==> src/rtl/epp_pkg.sv <==
package epp_pkg;
  typedef enum logic [1:0] {
    ST_IDLE  = 2'd0,
    ST_SETUP = 2'd1,
    ST_STRB  = 2'd2,
    ST_HOLD  = 2'd3
  } epp_state_e;
endpackage

==> src/rtl/epp_wait_timer.sv <==
module epp_wait_timer #(
  parameter int TMO_W = 8
) (
  input  logic             clk,
  input  logic             rst,
  input  logic             clr,
  input  logic             en,
  input  logic [TMO_W-1:0] limit,
  output logic             expire
);
  localparam logic [TMO_W-1:0] CNT_MAX = '1;

  logic [TMO_W-1:0] cnt;

  // counts wait clocks of the active strobe, saturating
  always_ff @(posedge clk) begin
    if (rst || clr) begin
      cnt <= '0;
    end else if (en && cnt != CNT_MAX) begin
      cnt <= cnt + TMO_W'(1);
    end
  end

  // a zero limit disables expiry
  assign expire = (limit != '0) && (cnt == limit - TMO_W'(1));
endmodule

==> src/rtl/epp_pin_ctl.sv <==
module epp_pin_ctl (
  input  logic clk,
  input  logic rst,
  input  logic nwrite_int,
  input  logic spp_ovr_en,
  input  logic spp_nwrite,
  input  logic port_rst,
  output logic n_write,
  output logic n_reset
);
  logic ovr_q;
  logic ovr_val_q;
  logic nres_q;

  always_ff @(posedge clk) begin
    if (rst) begin
      ovr_q     <= 1'b0;
      ovr_val_q <= 1'b1;
      nres_q    <= 1'b1;
    end else begin
      ovr_q     <= spp_ovr_en;
      ovr_val_q <= spp_nwrite;
      nres_q    <= ~port_rst;
    end
  end

  // only the write line may be taken over by the legacy control port
  assign n_write = ovr_q ? ovr_val_q : nwrite_int;
  assign n_reset = nres_q;
endmodule

==> src/rtl/epp_cycle_fsm.sv <==
module epp_cycle_fsm
  import epp_pkg::*;
#(
  parameter int DATA_W = 8
) (
  input  logic              clk,
  input  logic              rst,
  input  logic              req,
  input  logic              req_addr,
  input  logic              req_write,
  input  logic [DATA_W-1:0] wdata,
  input  logic              pcd,
  input  logic              n_wait,
  input  logic [DATA_W-1:0] pd_in,
  input  logic              tmo_expire,
  input  logic              clr_timeout,
  output logic              timer_clr,
  output logic              timer_en,
  output logic [DATA_W-1:0] rdata,
  output logic              done,
  output logic              err,
  output logic              timeout_flag,
  output logic              nwrite_int,
  output logic              n_datastb,
  output logic              n_addrstb,
  output logic [DATA_W-1:0] pd_out,
  output logic              pd_oe
);
  epp_state_e state;
  logic       cur_addr;
  logic       cur_write;
  logic       tmo_hit;

  assign timer_clr = (state != ST_STRB);
  assign timer_en  = (state == ST_STRB) && !n_wait;
  assign tmo_hit   = (state == ST_STRB) && n_wait == 1'b0 && tmo_expire;

  always_ff @(posedge clk) begin
    if (rst) begin
      state      <= ST_IDLE;
      cur_addr   <= 1'b0;
      cur_write  <= 1'b0;
      rdata      <= '0;
      done       <= 1'b0;
      err        <= 1'b0;
      nwrite_int <= 1'b1;
      n_datastb  <= 1'b1;
      n_addrstb  <= 1'b1;
      pd_out     <= '0;
      pd_oe      <= 1'b0;
    end else begin
      done <= 1'b0;
      unique case (state)
        ST_IDLE: begin
          if (req) begin
            if (!req_write && pcd) begin
              // read forbidden by direction bit: refuse without a pin cycle
              done  <= 1'b1;
              err   <= 1'b1;
              state <= ST_HOLD;
            end else begin
              cur_addr   <= req_addr;
              cur_write  <= req_write;
              nwrite_int <= ~req_write;
              pd_oe      <= req_write;
              if (req_write) pd_out <= wdata;
              state      <= ST_SETUP;
            end
          end
        end
        ST_SETUP: begin
          // wait for the peripheral to signal ready
          if (!n_wait) begin
            if (cur_addr) n_addrstb <= 1'b0;
            else          n_datastb <= 1'b0;
            state <= ST_STRB;
          end
        end
        ST_STRB: begin
          if (n_wait) begin
            n_addrstb <= 1'b1;
            n_datastb <= 1'b1;
            if (!cur_write) rdata <= pd_in;
            done  <= 1'b1;
            err   <= 1'b0;
            state <= ST_HOLD;
          end else if (tmo_hit) begin
            n_addrstb <= 1'b1;
            n_datastb <= 1'b1;
            done  <= 1'b1;
            err   <= 1'b1;
            state <= ST_HOLD;
          end
        end
        ST_HOLD: begin
          // bus turnaround: release drive and write line
          pd_oe      <= 1'b0;
          nwrite_int <= 1'b1;
          state      <= ST_IDLE;
        end
        default: state <= ST_IDLE;
      endcase
    end
  end

  always_ff @(posedge clk) begin
    if (rst) begin
      timeout_flag <= 1'b0;
    end else if (tmo_hit) begin
      timeout_flag <= 1'b1;
    end else if (clr_timeout) begin
      timeout_flag <= 1'b0;
    end
  end
endmodule

==> src/rtl/epp_host_seq.sv <==
module epp_host_seq #(
  parameter int DATA_W = 8,
  parameter int TMO_W  = 8
) (
  input  logic              clk,
  input  logic              rst,
  input  logic              req,
  input  logic              req_addr,
  input  logic              req_write,
  input  logic [DATA_W-1:0] wdata,
  output logic [DATA_W-1:0] rdata,
  output logic              done,
  output logic              err,
  input  logic [TMO_W-1:0]  tmo_limit,
  input  logic              clr_timeout,
  output logic              timeout_flag,
  input  logic              pcd,
  input  logic              spp_ovr_en,
  input  logic              spp_nwrite,
  input  logic              port_rst,
  output logic              n_write,
  output logic              n_datastb,
  output logic              n_addrstb,
  input  logic              n_wait,
  output logic              n_reset,
  input  logic [DATA_W-1:0] pd_in,
  output logic [DATA_W-1:0] pd_out,
  output logic              pd_oe
);
  logic timer_clr;
  logic timer_en;
  logic tmo_expire;
  logic nwrite_int;

  epp_wait_timer #(.TMO_W(TMO_W)) u_timer (
    .clk    (clk),
    .rst    (rst),
    .clr    (timer_clr),
    .en     (timer_en),
    .limit  (tmo_limit),
    .expire (tmo_expire)
  );

  epp_cycle_fsm #(.DATA_W(DATA_W)) u_fsm (
    .clk          (clk),
    .rst          (rst),
    .req          (req),
    .req_addr     (req_addr),
    .req_write    (req_write),
    .wdata        (wdata),
    .pcd          (pcd),
    .n_wait       (n_wait),
    .pd_in        (pd_in),
    .tmo_expire   (tmo_expire),
    .clr_timeout  (clr_timeout),
    .timer_clr    (timer_clr),
    .timer_en     (timer_en),
    .rdata        (rdata),
    .done         (done),
    .err          (err),
    .timeout_flag (timeout_flag),
    .nwrite_int   (nwrite_int),
    .n_datastb    (n_datastb),
    .n_addrstb    (n_addrstb),
    .pd_out       (pd_out),
    .pd_oe        (pd_oe)
  );

  epp_pin_ctl u_pins (
    .clk        (clk),
    .rst        (rst),
    .nwrite_int (nwrite_int),
    .spp_ovr_en (spp_ovr_en),
    .spp_nwrite (spp_nwrite),
    .port_rst   (port_rst),
    .n_write    (n_write),
    .n_reset    (n_reset)
  );
endmodule

==> config.mk <==
export PLATFORM = sky130hd
export DESIGN_NAME = epp_host_seq
export DESIGN_NICKNAME = d
export VERILOG_FILES = /design/src/rtl/epp_pkg.sv /design/src/rtl/epp_wait_timer.sv /design/src/rtl/epp_pin_ctl.sv /design/src/rtl/epp_cycle_fsm.sv /design/src/rtl/epp_host_seq.sv
export SDC_FILE = /design/constraint.sdc
export NUM_CORES = 1
export LEC_CHECK = 0
export ABC_AREA = 1
export BUFFER_PORTS_ARGS = -buffer_cell sky130_fd_sc_hd__buf_2
export CAP_MARGIN = 20
export CELL_PAD_IN_SITES_DETAIL_PLACEMENT = 0
export CELL_PAD_IN_SITES_GLOBAL_PLACEMENT = 1
export CORE_MARGIN = 2
export CORE_UTILIZATION = 32
export DETAILED_ROUTE_END_ITERATION = 16
export GPL_TIMING_DRIVEN = 0
export PLACE_DENSITY_LB_ADDON = 0.15
export SLEW_MARGIN = 20
export SYNTH_ARGS = -nofsm -noshare
export SYNTH_HDL_FRONTEND = slang
export SYNTH_SLANG_ARGS = --single-unit
==> constraint.sdc <==
create_clock -name clk -period 1.8 [get_ports clk]
set_clock_uncertainty 0.05 [all_clocks]
set_input_delay 0.36 -clock clk [delete_from_list [all_inputs] [get_ports clk]]
set_output_delay 0.36 -clock clk [all_outputs]
set_load 0.005 [all_outputs]
After elaboration in Yosys (flattened, before gate mapping)
Index checks and enable logic that the tools add are counted.

Register bits after elaboration: 38. Bits of input ports: 35. Output and inout port bits: 24. Word-level logic and storage cells: 91.

$add $sub $neg: 2. Eq/ne operators: 13. Mux-type cells: 32. Bitwise gates (word level): 5. Reduce and logical (&&, ||, !) cells: 23.

Operator list (count): $mux W1 (20); $reduce_and A4 Y1 (4); $pmux W1 S2 (6); $reduce_and A3 Y1 (4); $mux W2 (5); $ne A2 B2 Y1 const B (5); $add A8 B1 Y8 const B (1); $eq A8 B8 Y1 (1); $ne A8 B8 Y1 const B (1); $pmux W2 S4 (1); $reduce_bool A2 Y1 (4); $reduce_bool A8 Y1 (1); $sub A8 B1 Y8 const B (1); $logic_and A1 B1 Y1 (6); $not A1 Y1 (5); $eq A2 B2 Y1 const B (2); $ne A2 B1 Y1 const B (2); $ne A3 B2 Y1 const B (1); $eq A2 B1 Y1 const B (1); $logic_not A1 Y1 (2); $logic_not A2 Y1 (1); $logic_or A1 B1 Y1 (1).

Longest topological paths before layout
Gate-level depths: netlist (run 1).

Depth after elaboration: 7. Gate-level depth with buffers: 15. Mapped depth without buffers: 15.

Cells and area by module
From an unflattened synthesis (run 1), not the netlist that was laid out.

Cells, all modules: 309. Area total of the unflattened synthesis: 2063.2 µm².

Modules (own cells, without submodules): epp_cycle_fsm (instances 1, cells each 158, area an instance 1156.1 µm², seq. area each 540.5 µm²); epp_wait_timer (instances 1, cells each 139, area an instance 810.8 µm², seq. area each 160.2 µm²); epp_pin_ctl (instances 1, cells each 12, area an instance 96.3 µm², seq. area each 60.1 µm²).

Worst setup path before layout (run 1)
Ideal clock, no wire load.

Path type: input to register. Start: in tmo_limit[1]. End: reg u_fsm.n_addrstb. Setup time: 0.128 ns. Arrival: 1.570 ns. Required time: 1.622 ns. Slack: 0.052 ns. Stages on the path: 14. Path buffers: 0. Cells stage by stage: clkinv_1 > ha_1 > nand2_1 > inv_1 > nor2_1 > nand2_1 > nor2_2 > nand2_1 > nor2_2 > nand3_2 > nand2_4 > nand3_1 > nand2_1 > nand3_1.

Word-level cells in the longest chain between the ends: 6. Elaborated cells between the ends (all ways): 7. Those cells by class: add/sub (1); eq/ne (2); reduce/logical (4).

Ends and longest elaborated chain: start, declared (RTL line epp_host_seq.sv:14) `input logic [TMO_W-1:0] tmo_limit,`; $sub A8 B1 Y8 (RTL line epp_wait_timer.sv:25) `assign expire = (limit != '0) && (cnt == limit - TMO_W'(1));`; $eq A8 B8 Y1 (RTL line epp_wait_timer.sv:25); $logic_and A1 B1 Y1 * (RTL line epp_wait_timer.sv:25); $logic_and A1 B1 Y1 * (RTL line epp_cycle_fsm.sv:36) `assign tmo_hit = (state == ST_STRB) && n_wait == 1'b0 && tmo_expire;`; $ne A3 B2 Y1 (no source line) *; $reduce_and A4 Y1 (no source line) *; end signal, assigned (RTL line epp_cycle_fsm.sv:48) `n_addrstb <= 1'b1;`; end signal, assigned (RTL line epp_cycle_fsm.sv:74) `if (cur_addr) n_addrstb <= 1'b0;`; end signal, assigned (RTL line epp_cycle_fsm.sv:81) `n_addrstb <= 1'b1;`; end, declared (RTL line epp_cycle_fsm.sv:25) `output logic n_addrstb,`.

Mark *: on every way between the ends. The rest lies on a longest branch, timed or not. A chain may end at the register's enable or synchronous reset.

Worst setup path after layout (run 1)
Start: reg u_fsm.state[0]. End: reg u_timer.cnt[7].

Word-level cells in the longest chain between the ends: 3. Elaborated cells between the ends (all ways): 5. Those cells by class: eq/ne (2); reduce/logical (3).

Ends and longest elaborated chain: start, declared (RTL line epp_cycle_fsm.sv:29) `epp_state_e state;`; start signal, assigned (RTL line epp_cycle_fsm.sv:40) `state <= ST_IDLE;`; start signal, assigned (RTL line epp_cycle_fsm.sv:60) `state <= ST_HOLD;`; start signal, assigned (RTL line epp_cycle_fsm.sv:67) `state <= ST_SETUP;`; $eq A2 B2 Y1 (RTL line epp_cycle_fsm.sv:35) `assign timer_en = (state == ST_STRB) && !n_wait;`; $logic_and A1 B1 Y1 (RTL line epp_cycle_fsm.sv:35); $logic_and A1 B1 Y1 (RTL line epp_wait_timer.sv:19) `end else if (en && cnt != CNT_MAX) begin`; end signal, assigned (RTL line epp_wait_timer.sv:20) `cnt <= cnt + TMO_W'(1);`; end, declared (RTL line epp_wait_timer.sv:13) `logic [TMO_W-1:0] cnt;`.

Several ways; a longest one is shown, not always the timed one.

==> summary.txt, run 1 <==
Worst hold path depth -> 2
Aggregate global-route resource usage -> 0.149
Hold Vio Cnt, Final -> 0
FP Rows -> 28
Reg power frac -> 0.399
Worst-case reg-to-reg path depth -> 10
Reg area -> 761 um2
Area of the multi-input gates -> 1140 um2
TritonCTS Buffers -> 5
LEAKAGE -> 1.22 nW
Layout cell share with drive strength beyond 1 -> 0.294
Gate power share -> 0.366
Initial antenna violation count -> 0
Root Driver -> clkbuf_8
Core Footprint -> 5960 um2
Clock Tree Buf Depth -> 2
Final Max Tran Viols -> 0
Synth area leaders -> dfxtp_1 (38%), nand2_1 (12%), nor2_1 (7.4%), inv_1 (5.5%), a21oi_1 (5.3%)
Clock power frac -> 0.235
PD cells -> 1030 nW/um2
Cts hold-fix bufs -> 0
CTS sink count -> 38
Arrival time of the worst setup path -> 1.80 ns
Most common cell after layout, fill and taps aside -> nand2_1
HPWL after detailed placement -> 3690 um
Crit path from -> u_fsm.state[0]
DR iter-0 viols -> 132
Setup_tns -> 0 ns
WP buf/inv -> 2
Final worst path period need -> 1.67 ns
Final setup violation count -> 0
Final Power -> 0.00262 W
Setup crit end -> u_timer.cnt[7]
Fill cell instance count of the final layout -> 658
Yosys cell types -> 31
FF+latch count, synth -> 38
Fmax -> 0.600 GHz
Worst Path Max Fanout -> 7
Slew @ Worst Pin -> 0.467 ns
GRT Residual Overflow -> 0
Post-Place Cells -> 417
Syn Nets -> 327
Post-Layout Cell Count -> 429
Chip width -> 82.7 um
Synth top area share -> 0.384
Post-synth top area cell -> dfxtp_1
Via count -> 2,012
I/O Pins -> 59
R2R setup slack -> 0.13 ns
Max incr delay on CP -> 0.34 ns
Largest net degree at the start of global routing -> 13
Vias per cell -> 4.69
Post-route ant nets -> 0
Drt pass-1 iters -> 5
CTS H-tree lvls -> 2
Rel. slew slack -> 0.687
Pint -> 0.00168 W
Clock transition at path regs -> 0.08 ns
Crit start category -> flop
Status -> complete, no violations
Max Cap Violations -> 0
CP top delay family -> simple AND/OR/NAND/NOR gates
Critical Path RT -> 1.94 ns
Residual DRC count -> 0
Reg-to-reg endpoint -> u_timer.cnt[7]
Vias in the first global route -> 1,890
Most frequent cells in the layout -> nand2_1 (60), buf_2 (57), nor2_1 (38), dfxtp_1 (38), inv_1 (28)
Net Switching -> 0.000948 W
Antenna cells -> 0
Post-Syn Area -> 1980 um2
Sequential area share after synthesis -> 0.384
CP Capture Type -> flop
Pre-CTS WS -> -0.277 ns
First-pass GRT wire length -> 7900 um
Routability Congestion -> 0.748
Final clock period utilization by the worst path -> 0.925
WP depth -> 10
Slowest cell on the critical path -> dfxtp_1
Reg2reg start -> u_fsm.state[0]
Fin worst setup slack -> 0.134 ns
Critical path class -> flop to flop
Final #Nets -> 395
Routed WL -> 4910 um
Worst-Skew Late Latency -> 0.29 ns
YS warnings -> 0
Peak supply drop -> 0.490 mV
Area Growth Syn to Fin -> 28.9%
Starting density of the core -> 0.333
Syn avg cell area -> 6.95 um2
Cell count after synthesis -> 285
Crit-path cells -> inv_2, ha_4, inv_2, nor2_4, nand2_2, nor3_4, nand2_2, o21ai_2, o21ai_1, o21a_1
Switching part of the total -> 0.361
Drt wl/cell -> 11.4 um
CTS tree -> built
Die area -> 6840 um2
Chip height -> 82.7 um
IO buf count -> 57
Worst hold path class -> primary input to flop
-- cells in the mapped netlist --
master	count
nand4_1	9
a31oi_1	1
o21bai_1	1
dfxtp_1	38
nand2_1	63
nand2_4	1
nor2_1	39
xnor2_1	3
nor3b_1	1
nor2_2	7
buf_2	1
nor2_4	1
or2_2	2
clkinv_1	1
ha_1	7
buf_4	1
a21oi_1	21
inv_1	29
nand3_2	2
inv_2	5
o21ai_0	14
nor3_2	1
or2_1	1
o21ai_1	4
mux2_2	1
o21a_1	2
nand3_1	21
xor2_1	2
xor2_2	1
nand2_2	3
clkbuf_1	2
-- through the flow --
step / instance area (um2) / utilization / hold WS, ns
after floorplan: 1980 / - / 0.379
after CTS: 2480 / 0.416 / 0.169
after global routing: 2550 / 0.429 / 0.181
after global placement: 2360 / 0.396 / 0.380
after detailed placement: 2360 / 0.396 / 0.388
final: 2550 / 0.429 / 0.178
-- area by class of cell --
cell class	instances	share of cell area
Multi-Input combinational cell	209	0.447
Sequential cell	38	0.298
Timing Repair Buffer	60	0.122
Inverter	35	0.0514
Tap cell	75	0.0367
Clock buffer	6	0.0323
Buffer	4	0.00784
Clock inverter	2	0.00490
-- worst min-delay path by stage --
stage                     start               to  slack (ns)
detailed placement  u_fsm.pd_oe      u_fsm.pd_oe        0.39
CTS                    port_rst   u_pins.n_reset        0.17
floorplan                   rst  u_fsm.pd_out[0]        0.38
global placement    u_fsm.pd_oe      u_fsm.pd_oe        0.38
global route           port_rst   u_pins.n_reset        0.18
finish                 port_rst   u_pins.n_reset        0.18
-- logic make-up after synthesis --
logic type	count (synthesis)	share of synthesized area
AO/OA/AOI/OAI	43	0.113
buffers and inverters	39	0.0764
flip-flops	38	0.384
XOR/XNOR	6	0.0303
adder cells (fa/ha/maj)	7	0.0442
AND/OR/NAND/NOR	151	0.346
multiplexers	1	0.00569
-- state kept, by name, indices dropped and copies added, names as in the netlist, 2 cells and up --
signal / count
u_fsm.pd_out: 8
u_fsm.rdata: 8
u_timer.cnt: 8
u_fsm.state: 2
-- worst reg2reg max path: stages (launching register included) --
cell	delay [ns]
dfxtp_1	0.34
inv_2	0.10
ha_4	0.19
inv_2	0.07
nor2_4	0.11
nand2_2	0.11
nor3_4	0.17
nand2_2	0.10
o21ai_2	0.14
o21ai_1	0.08
o21a_1	0.10
-- what timing repair did --
| item | CTS | global route |
|---|---|---|
| gates cloned | 0 | 1 |
| endpoints found under the setup margin | 10 | 15 |
| setup buffers | 0 | 3 |
| gates resized for setup | 5 | 11 |
| pin swaps | 0 | 4 |
-- layer usage --
metal / GRT usage / up-vias / share of wire
met2: 0.256 / 42 / 0.47
met1: 0.181 / 915 / 0.46
met5: 0 / - / 0
li1: - / 1048 / -
met4: 0.0475 / 0 / 0.012
met3: 0.0391 / 7 / 0.050
-- power by group through the flow --
stage / combinational (W) / clock (W) / sequential, W
after detailed placement: 0.000901 / 0 / 0.00106
after global routing: 0.00112 / 0.000678 / 0.00107
after floorplan: 0.000607 / 0 / 0.00106
after global placement: 0.000898 / 0 / 0.00106
final: 0.000962 / 0.000617 / 0.00105
after CTS: 0.000927 / 0.000641 / 0.00105
(Power assumes the default switching activity.)
==> run 2, diff against run 1 <==
RECOVER_POWER = 25   (was unset)
==> run 2 against run 1 <==
Worst setup slack worse by 0.00071 ns; global-route usage is the same; sequential cell count unchanged; hold slack got worse by 0.0011 ns; maximum frequency hardly changed; power is 0.20% lower; combinational power fell by 0.7%; non-clock buffer count unchanged; first-iteration DRC count is 9.8% lower; die area is the same; largest cell class unchanged; largest power group unchanged.
==> summary.txt, run 2 (synthesis gave the netlist of run 1 again) <==
Chip width -> 82.7 um (unchanged)
Antenna cells -> 0 (unchanged)
Worst-Skew Late Latency -> 0.29 ns (about the same)
CTS tree -> built
Residual DRC count -> 0 (unchanged)
CTS H-tree lvls -> 2 (unchanged)
Final Max Tran Viols -> 0 (unchanged)
CTS sink count -> 38 (unchanged)
Critical path class -> flop to flop
Final clock period utilization by the worst path -> 0.926 (about the same)
Drt wl/cell -> 11.4 um (about the same)
R2R setup slack -> 0.13 ns (about the same)
Worst Hold End -> u_pins.n_reset
Aggregate global-route resource usage -> 0.149 (unchanged)
Hold Vio Cnt, Final -> 0 (unchanged)
TritonCTS Buffers -> 5 (unchanged)
Vias per cell -> 4.67 (-0.45%)
PD cells -> 1030 nW/um2 (+0.24%)
Via count -> 2,003 (-0.45%)
Fill cell instance count of the final layout -> 662 (+0.61%)
DR iter-0 viols -> 119 (-9.8%)
Hold path startpoint -> port_rst
Rel. slew slack -> 0.683 (-0.00388)
First-pass GRT wire length -> 7900 um (unchanged)
Top Registers -> u_fsm.pd_out x8, u_fsm.rdata x8, u_timer.cnt x8
Most frequent cells in the layout -> nand2_1 (60), buf_2 (48), nor2_1 (38), dfxtp_1 (38), inv_1 (28)
Post-route ant nets -> 0 (unchanged)
Chip height -> 82.7 um (unchanged)
Routability Congestion -> 0.748 (unchanged)
Clock transition at path regs -> 0.08 ns (about the same)
Routed WL -> 4900 um (about the same)
I/O Pins -> 59 (unchanged)
Critical Path RT -> 1.94 ns (about the same)
Max Cap Violations -> 0 (unchanged)
Placement Cell Area -> 2360 um2 (unchanged)
Fmax -> 0.600 GHz (about the same)
Drt pass-1 iters -> 4 (-1)
Arrival time of the worst setup path -> 1.81 ns (about the same)
Reg-to-reg endpoint -> u_timer.cnt[7]
Vias in the first global route -> 1,890 (unchanged)
Setup_tns -> 0 ns (unchanged)
Crit start category -> flop
Status -> complete, no violations
Final worst path period need -> 1.67 ns (+0.000713 ns)
Peak supply drop -> 0.490 mV (about the same)
Worst hold path class -> primary input to flop
Root Driver -> clkbuf_8
Slew @ Worst Pin -> 0.473 ns (+0.00580 ns)
Post-route design area -> 2540 um2 (-0.44%)
LEAKAGE -> 1.18 nW (-3.0%)
Initial antenna violation count -> 0 (unchanged)
Worst hold path depth -> 2 (unchanged)
Final setup violation count -> 0 (unchanged)
Area Growth Syn to Fin -> 28.4%
Final Power -> 0.00262 W (-0.20%)
CP Capture Type -> flop
Core Footprint -> 5960 um2 (unchanged)
GRT Residual Overflow -> 0 (unchanged)
FP Rows -> 28 (unchanged)
Clock Tree Buf Depth -> 2 (unchanged)
Worst-case reg-to-reg path depth -> 10 (unchanged)
Cts hold-fix bufs -> 0 (unchanged)
Final hold slack -> 0.177 ns (-0.00109 ns)
Final #Nets -> 395 (unchanged)
Layout cell share with drive strength beyond 1 -> 0.268 (-0.0254)
Most common cell after layout, fill and taps aside -> nand2_1
IO buf count -> 57 (unchanged)
Starting density of the core -> 0.333 (unchanged)
Die area -> 6840 um2 (unchanged)
HPWL after detailed placement -> 3690 um (unchanged)
Reg2reg start -> u_fsm.state[0]
Largest net degree at the start of global routing -> 13 (unchanged)
Worst Path Max Fanout -> 7 (unchanged)
[run 2: layout make-up]
type | instances | area [um2] | area share
plain buffers | 4 | 20.0 | 0.00787
clock buffers | 6 | 82.6 | 0.0325
clock inverters | 2 | 12.5 | 0.00492
inverters | 35 | 131 | 0.0517
multi-input cells | 209 | 1140 | 0.449
flip-flops and latches | 38 | 761 | 0.299
well taps | 75 | 93.8 | 0.0369
repair buffers | 60 | 299 | 0.118
[run 2: layer usage]
layer,wire length [um],vias up,track usage
met5,0,-,0
met4,60,0,0.0475
met3,252,7,0.0391
met2,2330,38,0.256
met1,2260,910,0.181
li1,-,1048,-
[run 2: worst max path at each step]
| stage | cells past startpoint | from | slack, ns | endpoint |
|---|---|---|---|---|
| finish | 10 | u_fsm.state[0] | 0.13 | u_timer.cnt[7] |
| global route | 16 | tmo_limit[0] | -0.02 | u_fsm.state[1] |
| CTS | 16 | tmo_limit[1] | 0.03 | u_fsm.err |
| detailed placement | 15 | tmo_limit[1] | -0.28 | u_fsm.n_addrstb |
| global placement | 15 | tmo_limit[1] | -0.28 | u_fsm.state[1] |
| floorplan | 14 | tmo_limit[1] | 0.05 | u_fsm.n_addrstb |
[run 2: through the flow]
stage	utilization	worst slack, ns	cells
after CTS	0.416	0.0329	425
after detailed placement	0.396	-0.277	417
after floorplan	-	0.0522	285
after global routing	0.427	-0.0224	429
final	0.427	0.133	429
after global placement	0.396	-0.275	417
[run 2: power by group]
group	leakage, nW	total (W)	switching, W	internal, W
registers	0.310	0.00105	0.0000729	0.000975
clock network	0.0472	0.000618	0.000310	0.000308
logic	0.827	0.000955	0.000568	0.000387
[run 2: worst max-delay path, cell delays in order (launching register included)]
cell and delay, ns:
dfxtp_1 0.34, inv_2 0.10, ha_4 0.19, inv_2 0.07
nor2_4 0.11, nand2_2 0.11, nor3_4 0.17, nand2_2 0.10
o21ai_2 0.14, o21ai_1 0.08, o21a_1 0.10
[run 2: what timing repair did]
item / in CTS / in global routing
gates cloned: 0 / 1
buffers inserted: 0 / 3
endpoints found under the setup margin: 10 / 15
resized for setup: 5 / 11
pin swaps: 0 / 4
